$ cat config.mk
export PLATFORM = sky130hd
export DESIGN_NAME = fft16_engine
export DESIGN_NICKNAME = d
export VERILOG_FILES = /design/src/rtl/fft16_pkg.sv /design/src/rtl/fft16_twiddle_rom.sv /design/src/rtl/fft16_butterfly.sv /design/src/rtl/fft16_ctrl.sv /design/src/rtl/fft16_engine.sv
export SDC_FILE = /design/constraint.sdc
export NUM_CORES = 2
export LEC_CHECK = 0
export BUFFER_PORTS_ARGS = -buffer_cell sky130_fd_sc_hd__clkbuf_2
export CORE_MARGIN = 5
export CORE_UTILIZATION = 60
export DETAILED_ROUTE_END_ITERATION = 10
export PLACE_DENSITY_LB_ADDON = 0.05
export SLEW_MARGIN = 25
export SYNTH_ARGS = -nofsm -noshare
export SYNTH_HDL_FRONTEND = slang
export SYNTH_SLANG_ARGS = --single-unit
$ cat constraint.sdc
create_clock -name clk -period 17.5 [get_ports clk]
set_clock_uncertainty 0.05 [all_clocks]
set_input_delay 3.5 -clock clk [delete_from_list [all_inputs] [get_ports clk]]
set_output_delay 3.5 -clock clk [all_outputs]
set_load 0.005 [all_outputs]
$ cat src/rtl/fft16_pkg.sv
package fft16_pkg;

  localparam int LOG2N = 4;
  localparam int N     = 1 << LOG2N;
  localparam int HALF  = N / 2;

  typedef enum logic [1:0] {
    ST_IDLE,
    ST_LOAD,
    ST_CALC,
    ST_DRAIN
  } fft_state_t;

  // reverse the bit order of an address
  function automatic logic [LOG2N-1:0] bitrev(input logic [LOG2N-1:0] v);
    logic [LOG2N-1:0] r;
    for (int i = 0; i < LOG2N; i++) r[i] = v[LOG2N-1-i];
    return r;
  endfunction

endpackage

$ cat src/rtl/fft16_twiddle_rom.sv
module fft16_twiddle_rom (
  input  logic        [2:0]  idx,
  output logic signed [15:0] w_re,
  output logic signed [15:0] w_im
);

  // W16^k, cos and -sin, 14 fraction bits
  always_comb begin
    case (idx)
      3'd0:    begin w_re = 16'sh4000; w_im = 16'sh0000; end
      3'd1:    begin w_re = 16'sh3B21; w_im = 16'shE782; end
      3'd2:    begin w_re = 16'sh2D41; w_im = 16'shD2BF; end
      3'd3:    begin w_re = 16'sh187E; w_im = 16'shC4DF; end
      3'd4:    begin w_re = 16'sh0000; w_im = 16'shC000; end
      3'd5:    begin w_re = 16'shE782; w_im = 16'shC4DF; end
      3'd6:    begin w_re = 16'shD2BF; w_im = 16'shD2BF; end
      default: begin w_re = 16'shC4DF; w_im = 16'shE782; end
    endcase
  end

endmodule

$ cat src/rtl/fft16_butterfly.sv
module fft16_butterfly #(
  parameter int DW   = 16,
  parameter int TW_W = 16,
  parameter int FRAC = 14
) (
  input  logic signed [DW-1:0]   a_re,
  input  logic signed [DW-1:0]   a_im,
  input  logic signed [DW-1:0]   b_re,
  input  logic signed [DW-1:0]   b_im,
  input  logic signed [TW_W-1:0] w_re,
  input  logic signed [TW_W-1:0] w_im,
  output logic signed [DW-1:0]   up_re,
  output logic signed [DW-1:0]   up_im,
  output logic signed [DW-1:0]   lo_re,
  output logic signed [DW-1:0]   lo_im
);

  localparam int PW = DW + TW_W;

  logic signed [DW-1:0] d_re, d_im;
  logic signed [PW-1:0] p_rr, p_ii, p_ri, p_ir, acc_re, acc_im;

  always_comb begin
    up_re = a_re + b_re;
    up_im = a_im + b_im;
    d_re  = a_re - b_re;
    d_im  = a_im - b_im;
    p_rr  = PW'(d_re) * PW'(w_re);
    p_ii  = PW'(d_im) * PW'(w_im);
    p_ri  = PW'(d_re) * PW'(w_im);
    p_ir  = PW'(d_im) * PW'(w_re);
    acc_re = p_rr - p_ii;
    acc_im = p_ri + p_ir;
    lo_re = acc_re[FRAC+DW-1:FRAC];
    lo_im = acc_im[FRAC+DW-1:FRAC];
  end

endmodule

$ cat src/rtl/fft16_ctrl.sv
module fft16_ctrl
  import fft16_pkg::*;
#(
  parameter int STAGES = LOG2N
) (
  input  logic             clk,
  input  logic             rst,
  input  logic             start,
  input  logic             in_valid,
  output logic             busy,
  output logic             load_we,
  output logic [LOG2N-1:0] load_addr,
  output logic             calc_en,
  output logic [LOG2N-1:0] addr_a,
  output logic [LOG2N-1:0] addr_b,
  output logic [LOG2N-2:0] tw_idx,
  output logic             drain_en,
  output logic [LOG2N-1:0] drain_addr,
  output logic             drain_last
);

  localparam int AW        = LOG2N;
  localparam int TWW       = LOG2N - 1;
  localparam int SW        = $clog2(STAGES);
  localparam int CW        = SW + LOG2N - 1;
  localparam int CALC_LAST = STAGES * HALF - 1;

  fft_state_t      state;
  logic [CW-1:0]   cnt;
  logic [SW-1:0]   stage;
  logic [TWW-1:0]  bf;
  logic [AW-1:0]   span, koff, grp, base;

  always_ff @(posedge clk) begin
    if (rst) begin
      state <= ST_IDLE;
      cnt   <= '0;
    end else begin
      case (state)
        ST_IDLE: begin
          cnt <= '0;
          if (start) state <= ST_LOAD;
        end
        ST_LOAD: begin
          if (in_valid) begin
            if (cnt == CW'(N - 1)) begin
              cnt   <= '0;
              state <= ST_CALC;
            end else begin
              cnt <= cnt + CW'(1);
            end
          end
        end
        ST_CALC: begin
          if (cnt == CW'(CALC_LAST)) begin
            cnt   <= '0;
            state <= ST_DRAIN;
          end else begin
            cnt <= cnt + CW'(1);
          end
        end
        ST_DRAIN: begin
          if (cnt == CW'(N - 1)) begin
            cnt   <= '0;
            state <= ST_IDLE;
          end else begin
            cnt <= cnt + CW'(1);
          end
        end
        default: state <= ST_IDLE;
      endcase
    end
  end

  // butterfly schedule: span halves each stage, twiddle step doubles
  always_comb begin
    stage  = cnt[CW-1:CW-SW];
    bf     = cnt[TWW-1:0];
    span   = AW'(1) << (AW'(LOG2N - 1) - AW'(stage));
    koff   = AW'(bf) & (span - AW'(1));
    grp    = AW'(bf) >> (AW'(LOG2N - 1) - AW'(stage));
    base   = (grp << (AW'(LOG2N) - AW'(stage))) | koff;
    addr_a = base;
    addr_b = base | span;
    tw_idx = TWW'(koff << stage);
  end

  assign busy       = (state != ST_IDLE);
  assign load_we    = (state == ST_LOAD) && in_valid;
  assign load_addr  = cnt[AW-1:0];
  assign calc_en    = (state == ST_CALC);
  assign drain_en   = (state == ST_DRAIN);
  assign drain_addr = bitrev(cnt[AW-1:0]);
  assign drain_last = (cnt == CW'(N - 1));

endmodule

$ cat src/rtl/fft16_engine.sv
module fft16_engine
  import fft16_pkg::*;
#(
  parameter int IN_W = 8,
  parameter int DW   = 16,
  parameter int TW_W = 16,
  parameter int FRAC = 14
) (
  input  logic                   clk,
  input  logic                   rst,
  input  logic                   start,
  input  logic                   in_valid,
  input  logic signed [IN_W-1:0] in_sample,
  output logic                   busy,
  output logic                   done,
  output logic                   out_valid,
  output logic                   out_last,
  output logic signed [DW-1:0]   out_re,
  output logic signed [DW-1:0]   out_im
);

  localparam int AW = LOG2N;

  logic             load_we, calc_en, drain_en, drain_last;
  logic [AW-1:0]    load_addr, addr_a, addr_b, drain_addr;
  logic [AW-2:0]    tw_idx;
  logic signed [TW_W-1:0] w_re, w_im;
  logic signed [DW-1:0]   up_re, up_im, lo_re, lo_im;
  logic signed [DW-1:0]   smp_ext;

  logic signed [DW-1:0] mem_re [N];
  logic signed [DW-1:0] mem_im [N];

  fft16_ctrl u_ctrl (
    .clk        (clk),
    .rst        (rst),
    .start      (start),
    .in_valid   (in_valid),
    .busy       (busy),
    .load_we    (load_we),
    .load_addr  (load_addr),
    .calc_en    (calc_en),
    .addr_a     (addr_a),
    .addr_b     (addr_b),
    .tw_idx     (tw_idx),
    .drain_en   (drain_en),
    .drain_addr (drain_addr),
    .drain_last (drain_last)
  );

  fft16_twiddle_rom u_rom (
    .idx  (tw_idx),
    .w_re (w_re),
    .w_im (w_im)
  );

  fft16_butterfly #(.DW(DW), .TW_W(TW_W), .FRAC(FRAC)) u_bfly (
    .a_re  (mem_re[addr_a]),
    .a_im  (mem_im[addr_a]),
    .b_re  (mem_re[addr_b]),
    .b_im  (mem_im[addr_b]),
    .w_re  (w_re),
    .w_im  (w_im),
    .up_re (up_re),
    .up_im (up_im),
    .lo_re (lo_re),
    .lo_im (lo_im)
  );

  assign smp_ext = {{(DW-IN_W){in_sample[IN_W-1]}}, in_sample};

  // working store: no reset, one load write or one butterfly pair per cycle
  always_ff @(posedge clk) begin
    if (load_we) begin
      mem_re[load_addr] <= smp_ext;
      mem_im[load_addr] <= '0;
    end else if (calc_en) begin
      mem_re[addr_a] <= up_re;
      mem_im[addr_a] <= up_im;
      mem_re[addr_b] <= lo_re;
      mem_im[addr_b] <= lo_im;
    end
  end

  // registered output stage
  always_ff @(posedge clk) begin
    if (rst) begin
      out_valid <= 1'b0;
      out_last  <= 1'b0;
      done      <= 1'b0;
      out_re    <= '0;
      out_im    <= '0;
    end else begin
      out_valid <= drain_en;
      out_last  <= drain_en && drain_last;
      done      <= drain_en && drain_last;
      out_re    <= drain_en ? mem_re[drain_addr] : '0;
      out_im    <= drain_en ? mem_im[drain_addr] : '0;
    end
  end

endmodule

# Word-level counts from Yosys, hierarchy flattened
# Memories as Yosys holds them, arrays and structs flattened. A register that Yosys moved wholly into a read port is not among the register bits.
# Cells that the tools add are included.
[word_totals]
ff_bits = 9
ramBits = 512
input_bits = 12
output_inout_bits = 36
elab_cells = 78
mem_count = 2
[op_classes]
addsub = 10
multipliers = 4
n_eq_ne = 16
shifts = 4
mux = 23
bitwise_logic = 4
reduce_logical = 11
[memory_table]
columns = ["memory", "depth", "word_bits", "read_ports", "rd_ports_with_merged_regs", "wr", "line_no", "text"]
rows = [
  ["mem_im", 16, 16, 3, 1, 2, "fft16_engine.sv:32", "logic signed [DW-1:0] mem_im [N];"],
  ["mem_re", 16, 16, 3, 1, 2, "fft16_engine.sv:31", "logic signed [DW-1:0] mem_re [N];"],
]
[op_table]
columns = ["cell", "n"]
rows = [
  ["$mul A16 B16 Y30", 4],
  ["$pmux W16 S7", 1],
  ["$pmux W16 S4", 1],
  ["$add A16 B16 Y16", 2],
  ["$mux W16", 2],
  ["$reduce_or A16 Y1", 2],
  ["$sub A16 B16 Y16", 2],
  ["$add A30 B30 Y30", 1],
  ["$sub A30 B30 Y30", 1],
  ["$pmux W5 S4", 1],
  ["$mux W5", 3],
  ["$mux W2", 5],
  ["$eq A3 B3 Y1 const B", 3],
  ["$mux W4", 2],
  ["$or A4 B4 Y4", 2],
  ["$pmux W2 S4", 1],
  ["$mux W1", 7],
  ["$eq A3 B2 Y1 const B", 2],
  ["$ne A2 B2 Y1 const B", 3],
  ["$reduce_or A2 Y1", 3],
  ["$add A5 B1 Y5 const B", 1],
  ["$eq A5 B4 Y1 const B", 1],
  ["$eq A5 B5 Y1 const B", 1],
  ["$reduce_and A5 Y1", 1],
  ["other kinds (17)", 20],
]

# Logic depth before layout (Yosys ltp)
[depth]
word_depth = 10
mapped_depth = 60
ltp_nobuf = 50

# Modules after synthesis
# From an unflattened synthesis, not the netlist that was laid out.
[hier_totals]
cells_unflattened = 6943
hier_area_um2 = 76134.3
[modules_own_cells]
columns = ["mod", "instances", "cells_each", "area_each_um2", "seq_area_each_um2"]
rows = [
  ["fft16_butterfly", 1, 4461, 40316.2, 0.0],
  ["fft16_engine", 1, 2336, 34730.8, 16055.4],
  ["fft16_ctrl", 1, 101, 805.8, 140.1],
  ["fft16_twiddle_rom", 1, 45, 281.5, 0.0],
]

# Least setup slack after synthesis
# OpenSTA, ideal clock, no wires.
[synth_path]
kind = "reg-to-reg"
start = "reg u_ctrl.cnt[3]"
end = "mem mem_im[10][9], data pin"
setup_ns = 0.272
t_arrival_ns = 15.133
required_time_ns = 17.178
slack_ns = 2.045
path_stages_with_launch = 54
n_path_buf = 11
synth_period_minus_slack_ns = 15.455
path_cell_list = "dfxtp_1 -> buf_2 -> clkbuf_1 -> buf_1 -> clkbuf_1 -> clkbuf_1 -> inv_1 -> ha_1 -> or3b_2 -> o22ai_1 -> buf_2 -> buf_1 -> clkbuf_1 -> clkbuf_1 -> nand2_1 -> nand3_1 -> nand3_1 -> a31oi_1 -> [18 not listed] -> fa_1 -> fa_1 -> fa_1 -> inv_1 -> fa_1 -> inv_1 -> ha_1 -> a21o_1 -> a2111oi_0 -> a21oi_1 -> or2_2 -> a21oi_1 -> nor2b_1 -> o21a_1 -> nor2_1 -> xor2_1 -> clkbuf_1 -> mux2i_1"
[synth_lines]
columns = ["element", "line_no", "text"]
rows = [
  ["start: declaration", "fft16_ctrl.sv:29", "logic [CW-1:0] cnt;"],
  ["start signal: assignment", "fft16_ctrl.sv:50", "cnt <= cnt + CW'(1);"],
  ["start signal: assignment", "fft16_ctrl.sv:59", "cnt <= cnt + CW'(1);"],
  ["start signal: assignment", "fft16_ctrl.sv:67", "cnt <= cnt + CW'(1);"],
  ["end: declaration", "fft16_engine.sv:32", ""],
]

==> out/metrics.yaml <==
status: "complete, no violations"
grt_first_pass_wirelength_mm: 401
vias_per_cell: 6.46
drtIter0Drc: 9129
io-pin-count: 48
max_stage_delay_ps: 1070
grt_pass1_vias: 59700
syn_inst: 7805
hold_class: "reg -> reg"
cts_htree_levels: 2
syn_area_mm2: 0.0720
placed_area_mm2: 0.0750
fmax_ghz: 0.0597
fillers: 10100
hold_viol: 0
vias: 60300
netlist_top_cells_area: "fa_1 (28%), edfxtp_1 (21%), ha_1 (7.4%)"
start_kind: "flop"
path_class: "reg -> reg"
final-max-slew-violation-count: 0
postCtsHoldBufs: 0
ys_seq_elements: 553
drt-wirelength-per-cell_um: 29.4
crit_required_ps: 17810
gr-total-overflow: 0
worst_pin_slew_ps: 1270
ys_types: 85
rows: 127
die_h_um: 356
end_kind: "flop"
yosys.area.top_type_share_pct: 28.0
cts_setup_buffers: 0
ys_top_cells_by_count: "inv_1 (1,391), nand2_1 (1,049), fa_1 (1,007)"
cap_violations: 0
cts_resized: 0
io_buffers: 47
rsz0062_at_grt: "no"
drt-total-wl_mm: 274
whs_path_depth: 2
seq_area_frac_synth_pct: 22.5
cts_sinks: 553
core_mm2: 0.119
grt_max_degree: 78
syn_nets: 9248
root_buffer: "clkbuf_16"
synth_async_sr_flop_share_pct: 0
first_pass_iters: 7
crit_fanout: 40
drive_gt1_share_pct: 8.92
slowest_stage: "nor4_1"
ys_warn_count: 0
setup_viol: 0
avgSynthCellArea_um2: 9.22
worst_ep_arrival_time_ps: 17050
cp_common_cell: "inv_1"
die_w_um: 356
cts_buffers: 55
antenna_found_initial: 10
cts.path.max_buffers: 3
setup_tns_ps: 0
yosysTopAreaCell: "fa_1"
clk_pin_slew_ps: 70
clk_latency_ps: 660
period_share_pct: 95.7
design_area_mm2: 0.0769
hpwl_mm: 199
drtAntennaViolNets: 0
start_util_pct: 60.2
layout.nets: 9112
synth.most_common_cell: "inv_1"
grtUsageTotal_pct: 43.4
synth_edf_count: 512
area_growth_pct: 6.89
drc_errors: 0
cts_tree: "yes"
period_minus_slack_ps: 16740
slew-limit-headroom_pct: 14.6
dieArea_mm2: 0.127
reg2reg_depth: 52
ys.flop_type: "edfxtp_1"
gp_congestion: 1.07
[flip-flops by register name, indices dropped and copies added, names as in the netlist]
signal	cells
mem_re	256
u_ctrl.cnt	5
out_valid	1
out_re	16
out_last	1
out_im	16
mem_im	256
u_ctrl.state	2
[cell families after synthesis]
kind of cell	synth area share, %
AO/OA/AOI/OAI	8.71
AND/OR/NAND/NOR	14.0
flip-flops	22.5
adder cells (fa/ha/maj)	35.4
XOR/XNOR	2.28
multiplexers	7.25
buffers and inverters	9.87
[final timing paths]
| check | start | end | slack, ps |
|---|---|---|---|
| worst max-delay path | u_ctrl.cnt[3] | mem_re[12][15] | 760 |
| worst min-delay path | u_ctrl.state[1] | u_ctrl.state[1] | 540 |
| worst max register to register | u_ctrl.cnt[3] | mem_re[12][15] | 760 |
| worst min register to register | u_ctrl.state[1] | u_ctrl.state[1] | 540 |
[critical path: cells and delay by family, from the launching register on]
| family | cells | cell delay (ps) |
|---|---|---|
| flops | 1 | 660 |
| fa+ha+maj | 11 | 5060 |
| buf+inv | 11 | 1690 |
| compound gates | 18 | 5020 |
| simple gates | 9 | 3070 |
| xor+xnor | 3 | 790 |
[cell type report]
| class | count | area [um^2] | area share [%] |
|---|---|---|---|
| multi-input combinational | 5365 | 49300 | 64.1 |
| sequential | 553 | 16200 | 21.1 |
| inverter | 1395 | 5240 | 6.81 |
| timing repair buffer | 299 | 2290 | 2.97 |
| tap | 1612 | 2020 | 2.62 |
| clock buffer | 75 | 1590 | 2.06 |
| clock inverter | 27 | 283 | 0.368 |
| antenna | 4 | 10.0 | 0.0130 |
[metal layers]
metal / global-route usage, % / up-vias / wire [um]
li1: - / 25100 / -
met1: 59.9 / 29300 / 101000
met2: 59.8 / 4855 / 110000
met3: 18.3 / 1006 / 46500
met4: 19.3 / 9 / 16600
met5: 0.755 / - / 141
[stage by stage]
stage               worst slack [ps]  instances  hold WS (ps)  utilization, %
floorplan                       2050       7805           468               -
global placement                1180       9222           538            62.6
detailed placement              1320       9223           537            62.7
CTS                             1300       9325           546            64.3
global route                     261       9326           616            64.4
finish                           756       9330           541            64.4
[placed cells by master (no fill, tap or decap), types with 22 or more instances in the layout]
cell type	netlist	routed
inv_1	1391	1391
nand2_1	1049	1045
fa_1	1007	1007
nor2_1	773	752
edfxtp_1	512	512
ha_1	424	423
nand3_1	289	288
o21ai_0	293	275
o22ai_1	249	248
a21oi_1	250	242
buf_4	3	239
mux4_2	163	163
mux2i_1	151	151
xnor2_1	131	124
a311oi_1	64	64
and2_1	63	62
and3_1	60	60
clkbuf_16	0	58
clkbuf_2	0	47
a31oi_1	45	42
xor2_1	45	40
dfxtp_1	41	38
a21o_1	29	28
nor3_1	28	26
or2_2	25	25
nor4_1	34	22
Power is left out: the tool's default activity adds up to more than one toggle a clock period on the data nets, which glitch-free logic cannot reach.
